**src/rtl/capbuf_pkg.sv**
```systemverilog
package capbuf_pkg;
  typedef enum logic [1:0] {
    ST_ARM  = 2'd0,
    ST_POST = 2'd1,
    ST_LOAD = 2'd2,
    ST_DUMP = 2'd3
  } cap_state_e;

  localparam logic [1:0] SRC_INT = 2'd0;
  localparam logic [1:0] SRC_EXT = 2'd1;
endpackage

```
**src/rtl/capbuf_trig.sv**
```systemverilog
module capbuf_trig
  import capbuf_pkg::*;
#(
  parameter int SW = 20
) (
  input  logic          clk,
  input  logic          rst_n,
  input  logic [1:0]    src_sel,
  input  logic          win_valid,
  input  logic [SW-1:0] win_sum,
  input  logic [SW-1:0] thresh,
  input  logic          ext_trig,
  output logic          trig_int,
  output logic          trig_ext,
  output logic          trig_hit
);
  function automatic logic sum_fires(input logic v, input logic [SW-1:0] s, input logic [SW-1:0] t);
    return v && (s >= t);
  endfunction

  logic int_en, ext_en;
  assign int_en   = (src_sel != SRC_EXT);
  assign ext_en   = (src_sel != SRC_INT);
  assign trig_int = int_en && sum_fires(win_valid, win_sum, thresh);
  assign trig_ext = ext_en && ext_trig;
  assign trig_hit = trig_int || trig_ext;

  AST_TRIG_NEEDS_CAUSE: assert property (@(posedge clk) disable iff (!rst_n)
    trig_hit |-> (ext_trig || win_valid));
  AST_INT_ONLY_MASKS_EXT: assert property (@(posedge clk) disable iff (!rst_n)
    (src_sel == SRC_INT && !win_valid) |-> !trig_hit);
endmodule

```
**src/rtl/capbuf_ring.sv**
```systemverilog
module capbuf_ring #(
  parameter int DW    = 16,
  parameter int DEPTH = 16,
  localparam int PW   = $clog2(DEPTH),
  localparam int CW   = $clog2(DEPTH + 1)
) (
  input  logic          clk,
  input  logic          rst_n,
  input  logic          wr_en,
  input  logic [DW-1:0] wr_data,
  input  logic          clear,
  input  logic [PW-1:0] rd_ptr,
  output logic [DW-1:0] rd_data,
  output logic [PW-1:0] wptr,
  output logic [CW-1:0] fill
);
  function automatic logic [PW-1:0] ptr_next(input logic [PW-1:0] p);
    return (p == PW'(DEPTH - 1)) ? '0 : p + 1'b1;
  endfunction

  function automatic logic [CW-1:0] fill_next(input logic [CW-1:0] f);
    return (f == CW'(DEPTH)) ? f : f + 1'b1;
  endfunction

  logic [DW-1:0] mem [DEPTH];

  always_ff @(posedge clk) begin
    if (wr_en) mem[wptr] <= wr_data;
  end

  assign rd_data = mem[rd_ptr];

  always_ff @(posedge clk or negedge rst_n) begin
    if (!rst_n) begin
      wptr <= '0;
      fill <= '0;
    end else if (clear) begin
      wptr <= '0;
      fill <= '0;
    end else if (wr_en) begin
      wptr <= ptr_next(wptr);
      fill <= fill_next(fill);
    end
  end

  AST_FILL_BOUND: assert property (@(posedge clk) disable iff (!rst_n)
    fill <= CW'(DEPTH));
  AST_WPTR_WRAP: assert property (@(posedge clk) disable iff (!rst_n)
    (wr_en && !clear && wptr == PW'(DEPTH - 1)) |=> (wptr == '0));
endmodule

```
**src/rtl/capbuf_seq.sv**
```systemverilog
module capbuf_seq
  import capbuf_pkg::*;
#(
  parameter int DEPTH = 16,
  parameter int LW    = 16,
  localparam int PW   = $clog2(DEPTH),
  localparam int CW   = $clog2(DEPTH + 1)
) (
  input  logic          clk,
  input  logic          rst_n,
  input  logic          trig_hit,
  input  logic          smp_valid,
  input  logic [LW-1:0] post_len,
  input  logic [CW-1:0] fill,
  input  logic [PW-1:0] wptr,
  input  logic          dmp_ready,
  output logic          wr_en,
  output logic          ring_clear,
  output logic [PW-1:0] rd_ptr,
  output cap_state_e    state,
  output logic          missed,
  output logic          dmp_valid,
  output logic          dmp_last
);
  function automatic logic [PW-1:0] oldest(input logic [PW-1:0] wp, input logic [CW-1:0] f);
    return (f == CW'(DEPTH)) ? wp : '0;
  endfunction

  function automatic logic [PW-1:0] ptr_next(input logic [PW-1:0] p);
    return (p == PW'(DEPTH - 1)) ? '0 : p + 1'b1;
  endfunction

  logic [LW-1:0] post_cnt;
  logic [CW-1:0] left;

  logic ev_trig_accept, ev_trig_miss, ev_post_done, ev_beat, ev_last, ev_empty;
  assign ev_trig_accept = (state == ST_ARM) && trig_hit;
  assign ev_trig_miss   = (state != ST_ARM) && trig_hit;
  assign ev_post_done   = (state == ST_POST) && smp_valid && (post_cnt == LW'(1));
  assign ev_beat        = (state == ST_DUMP) && dmp_ready;
  assign ev_last        = ev_beat && (left == CW'(1));
  assign ev_empty       = (state == ST_LOAD) && (fill == '0);

  assign wr_en      = smp_valid && (state == ST_ARM || state == ST_POST);
  assign ring_clear = ev_last || ev_empty;
  assign dmp_valid  = (state == ST_DUMP);
  assign dmp_last   = dmp_valid && (left == CW'(1));

  always_ff @(posedge clk or negedge rst_n) begin
    if (!rst_n) begin
      state    <= ST_ARM;
      post_cnt <= '0;
      left     <= '0;
      rd_ptr   <= '0;
    end else begin
      case (state)
        ST_ARM: begin
          if (ev_trig_accept) begin
            post_cnt <= post_len;
            state    <= (post_len == '0) ? ST_LOAD : ST_POST;
          end
        end
        ST_POST: begin
          if (ev_post_done) state <= ST_LOAD;
          else if (smp_valid) post_cnt <= post_cnt - 1'b1;
        end
        ST_LOAD: begin
          rd_ptr <= oldest(wptr, fill);
          left   <= fill;
          state  <= (fill == '0) ? ST_ARM : ST_DUMP;
        end
        ST_DUMP: begin
          if (ev_beat) begin
            rd_ptr <= ptr_next(rd_ptr);
            left   <= left - 1'b1;
            if (ev_last) state <= ST_ARM;
          end
        end
        default: state <= ST_ARM;
      endcase
    end
  end

  always_ff @(posedge clk or negedge rst_n) begin
    if (!rst_n)            missed <= 1'b0;
    else if (ev_trig_miss) missed <= 1'b1;
  end

  AST_POST_TO_LOAD: assert property (@(posedge clk) disable iff (!rst_n)
    ev_post_done |=> (state == ST_LOAD));
  AST_MISS_STICKY: assert property (@(posedge clk) disable iff (!rst_n)
    missed |=> missed);
  AST_MISS_SETS: assert property (@(posedge clk) disable iff (!rst_n)
    ev_trig_miss |=> missed);
  AST_LAST_REARM: assert property (@(posedge clk) disable iff (!rst_n)
    ev_last |=> (state == ST_ARM));
  AST_LEFT_RANGE: assert property (@(posedge clk) disable iff (!rst_n)
    (state == ST_DUMP) |-> (left != '0 && left <= CW'(DEPTH)));
  AST_STALL_PTR_HOLD: assert property (@(posedge clk) disable iff (!rst_n)
    (dmp_valid && !dmp_ready) |=> (dmp_valid && $stable(rd_ptr)));
endmodule

```
**src/rtl/capbuf_ctrl.sv**
```systemverilog
module capbuf_ctrl
  import capbuf_pkg::*;
#(
  parameter int DW    = 16,
  parameter int SW    = 20,
  parameter int DEPTH = 16,
  parameter int LW    = 16
) (
  input  logic          clk,
  input  logic          rst_n,
  input  logic          smp_valid,
  input  logic [DW-1:0] smp_data,
  input  logic          win_valid,
  input  logic [SW-1:0] win_sum,
  input  logic [SW-1:0] thresh,
  input  logic          ext_trig,
  input  logic [1:0]    src_sel,
  input  logic [LW-1:0] post_len,
  input  logic          dmp_ready,
  output logic          dmp_valid,
  output logic [DW-1:0] dmp_data,
  output logic          dmp_last,
  output logic          armed,
  output logic          capturing,
  output logic          dumping,
  output logic          missed_trig
);
  localparam int PW = $clog2(DEPTH);
  localparam int CW = $clog2(DEPTH + 1);

  logic          trig_int, trig_ext, trig_hit;
  logic          wr_en, ring_clear;
  logic [PW-1:0] rd_ptr, wptr;
  logic [CW-1:0] fill;
  cap_state_e    state;

  capbuf_trig #(.SW(SW)) u_trig (
    .clk(clk), .rst_n(rst_n), .src_sel(src_sel), .win_valid(win_valid),
    .win_sum(win_sum), .thresh(thresh), .ext_trig(ext_trig),
    .trig_int(trig_int), .trig_ext(trig_ext), .trig_hit(trig_hit)
  );

  capbuf_ring #(.DW(DW), .DEPTH(DEPTH)) u_ring (
    .clk(clk), .rst_n(rst_n), .wr_en(wr_en), .wr_data(smp_data),
    .clear(ring_clear), .rd_ptr(rd_ptr), .rd_data(dmp_data),
    .wptr(wptr), .fill(fill)
  );

  capbuf_seq #(.DEPTH(DEPTH), .LW(LW)) u_seq (
    .clk(clk), .rst_n(rst_n), .trig_hit(trig_hit), .smp_valid(smp_valid),
    .post_len(post_len), .fill(fill), .wptr(wptr), .dmp_ready(dmp_ready),
    .wr_en(wr_en), .ring_clear(ring_clear), .rd_ptr(rd_ptr), .state(state),
    .missed(missed_trig), .dmp_valid(dmp_valid), .dmp_last(dmp_last)
  );

  assign armed     = (state == ST_ARM);
  assign capturing = (state == ST_POST);
  assign dumping   = (state == ST_LOAD) || (state == ST_DUMP);

  AST_FROZEN_NO_WRITE: assert property (@(posedge clk) disable iff (!rst_n)
    dumping |-> !wr_en);
  AST_DUMP_DATA_HOLD: assert property (@(posedge clk) disable iff (!rst_n)
    (dmp_valid && !dmp_ready) |=> (dmp_valid && $stable(dmp_data)));
  AST_ACCEPT_LEAVES_ARM: assert property (@(posedge clk) disable iff (!rst_n)
    (armed && trig_hit) |=> !armed);
  AST_ONE_MODE: assert property (@(posedge clk) disable iff (!rst_n)
    $onehot({armed, capturing, dumping}));
endmodule

```
**config.mk**
```make
export PLATFORM = sky130hd
export DESIGN_NAME = capbuf_ctrl
export DESIGN_NICKNAME = d
export VERILOG_FILES = /design/src/rtl/capbuf_pkg.sv /design/src/rtl/capbuf_trig.sv /design/src/rtl/capbuf_ring.sv /design/src/rtl/capbuf_seq.sv /design/src/rtl/capbuf_ctrl.sv
export SDC_FILE = /design/constraint.sdc
export NUM_CORES = 1
export LEC_CHECK = 0
export BUFFER_PORTS_ARGS = -buffer_cell sky130_fd_sc_hd__buf_2
export CORE_UTILIZATION = 56
export CTS_BUF_LIST = sky130_fd_sc_hd__clkbuf_8
export DETAILED_ROUTE_END_ITERATION = 6
export PLACE_DENSITY_LB_ADDON = 0.05
export SYNTH_ARGS = -nofsm -noshare
export SYNTH_HDL_FRONTEND = slang
export SYNTH_HIERARCHICAL = 1
export SYNTH_SLANG_ARGS = --single-unit
export TNS_END_PERCENT = 20
```
**constraint.sdc**
```tcl
create_clock -name clk -period 3.1 [get_ports clk]
set_input_delay 0.155 -clock clk [delete_from_list [all_inputs] [get_ports clk]]
set_output_delay 0.155 -clock clk [all_outputs]
set_load 0.005 [all_outputs]
```
==> reports/qor.csv <==
metric,value,unit
grtUsageTotal,0.247,
dr.first_iter.drc_count,549,
post-dp-hpwl,16800,µm
peakVddDrop,793,µV
worstRegToRegCells,4,
via_count,7682,
avgViaCountPerCell,6.03,
cts.sinks,293,
grt_pass1_vias,8026,
die_x,152,µm
num_antenna_cells,0,
finalWeightedCongestion,0.885,
netlist_instances,783,
yosysWarnings,6,
cts_resized,0,
max_stage_delay,0.89,ns
min_period_over_period,0.941,
fin_util,0.673,
die_height,152,µm
hold_path_class,in -> reg,
cts_made_buffers,48,
drive_gt1_frac,0.279,
critPathMaxFanout,25,
core_area,0.0220,mm²
status,"finished, violations left",
root_buffer,clkbuf_8,
clk_latency,0.56,ns
die-area,0.0232,mm²
syn-num-nets,894,
hold_depth,4,
worstPathArrival,3.28,ns
area_growth,16.9,%
grt_max_degree,65,
ant_nets,0,
tns,0,ns
startpoint_type,flop,
p_per_area,757,mW/mm²
overflow,0,
violations,DRC,
cts_tree,yes,
htreeDepth,2,
cap_violations,0,
slew_headroom,0.299,
placement.io_buffers,101,
clk_pin_slew,0.06,ns
skew,0.0159,ns
rsz0062_at_grt,false,
cp_slowest_cell,o31ai_4,
syn_area,0.0127,mm²
reg2reg_slack,0.18,ns
finalMaxSlewViolations,0,
num_rows,54,
fin_total_pwr,11.2,mW
start_util,0.575,
crit_chain,or4_4 -> or4b_4 -> o31ai_4 -> o21ai_0,
cts_setup_buffers,0,
worst_pin_slew,1.05,ns
post_drt_wl_per_cell,21.8,µm
fmaxAchievable,0.343,GHz
syn_avg_cell_area,16.2,µm²
cp.required,3.46,ns
leakage,5.33,nW
drcViolationCount,2,
antenna_found_initial,1,
holdBufCountCts,32,
cts.path.max_buffers,3,
setup_viol,0,
hold_viol,0,
wirelength,27800,µm
end_kind,flop,
crit_type,reg -> reg,
num-nets-final,1072,
period_needed,2.92,ns
dr.pass1.iters,7,
num_io_pins,102,
grt_pass1_wl,43400,µm
## registers in the layout, summed over array words and instances, names as in the netlist
register / count
u_ring/fill: 5
u_seq/state: 2
u_seq/post_cnt: 16
u_ring/wptr: 4
u_seq/missed: 1
u_seq/rd_ptr: 4
u_ring/mem: 256
u_seq/left: 5
## per-layer routing
layer  global-route usage  part of all wire  up-vias
met3               0.0432             0.068       49
met2                0.427              0.51      322
met5                    0           0.00047        -
met1                0.320              0.40     3839
met4               0.0841             0.022        2
li1                     -                 -     3470
## stage by stage
stage               setup slack, ns  hold slack, ns  instance area, µm²  cells
floorplan                     0.166          -0.141               12700    783
global placement              0.377           0.296               13700   1159
detailed placement            0.168           0.318               13700   1159
CTS                           0.110         0.00222               14800   1275
global route                 0.0661          0.0534               14800   1275
finish                        0.182          0.0426               14800   1275
## worst max-delay path: cells and delay by family, from the launching register on
family | cells | cell delay (ns)
AOI/OAI and AO/OA | 2 | 1.19
DFF | 1 | 0.45
and+or+nand+nor | 2 | 1.08
## final timing paths
path / start / to
max: u_seq/post_cnt[11] / u_seq/post_cnt[11]
min: dmp_ready / u_seq/left[0]
max reg2reg: u_seq/post_cnt[11] / u_seq/post_cnt[11]
min reg2reg: u_seq/missed / u_seq/missed
max in group asynchronous: rst_n / u_seq/rd_ptr[0]
min in group asynchronous: rst_n / u_seq/post_cnt[0]
## cell usage in the layout, fill, tap and decap left out, types with 4 or more instances in the layout
cell,n
or4_1,4
dfrtp_1,35
clkbuf_8,48
nor3_1,12
edfxtp_1,256
nand3_1,6
clkinv_1,13
ha_1,31
nor2b_1,9
nand2_1,48
mux4_1,11
nor2_2,14
nor4_1,9
nand4_1,6
nor2_1,32
a22oi_1,38
clkinv_2,7
mux4_2,53
buf_4,28
a31oi_1,4
buf_2,101
a21oi_1,38
o21ai_0,43
inv_1,47
o21ai_2,4
dlygate4sd3_1,32
buf_12,4
nand2b_1,8
## power breakdown
part | switching, mW | leakage [nW] | internal, mW
logic | 1.67 | 2.09 | 1.38
registers | 0.416 | 2.76 | 4.76
clock network | 1.45 | 0.481 | 1.53
## layout make-up
| class | instances | area [µm²] |
|---|---|---|
| clock inverters | 36 | 179 |
| flip-flops and latches | 293 | 8620 |
| inverters | 34 | 128 |
| repair buffers | 165 | 1120 |
| fillers | 1512 | 7210 |
| multi-input cells | 419 | 3760 |
| clock buffers | 48 | 661 |
| well taps | 280 | 350 |
Power figures use the tool's default switching activity.
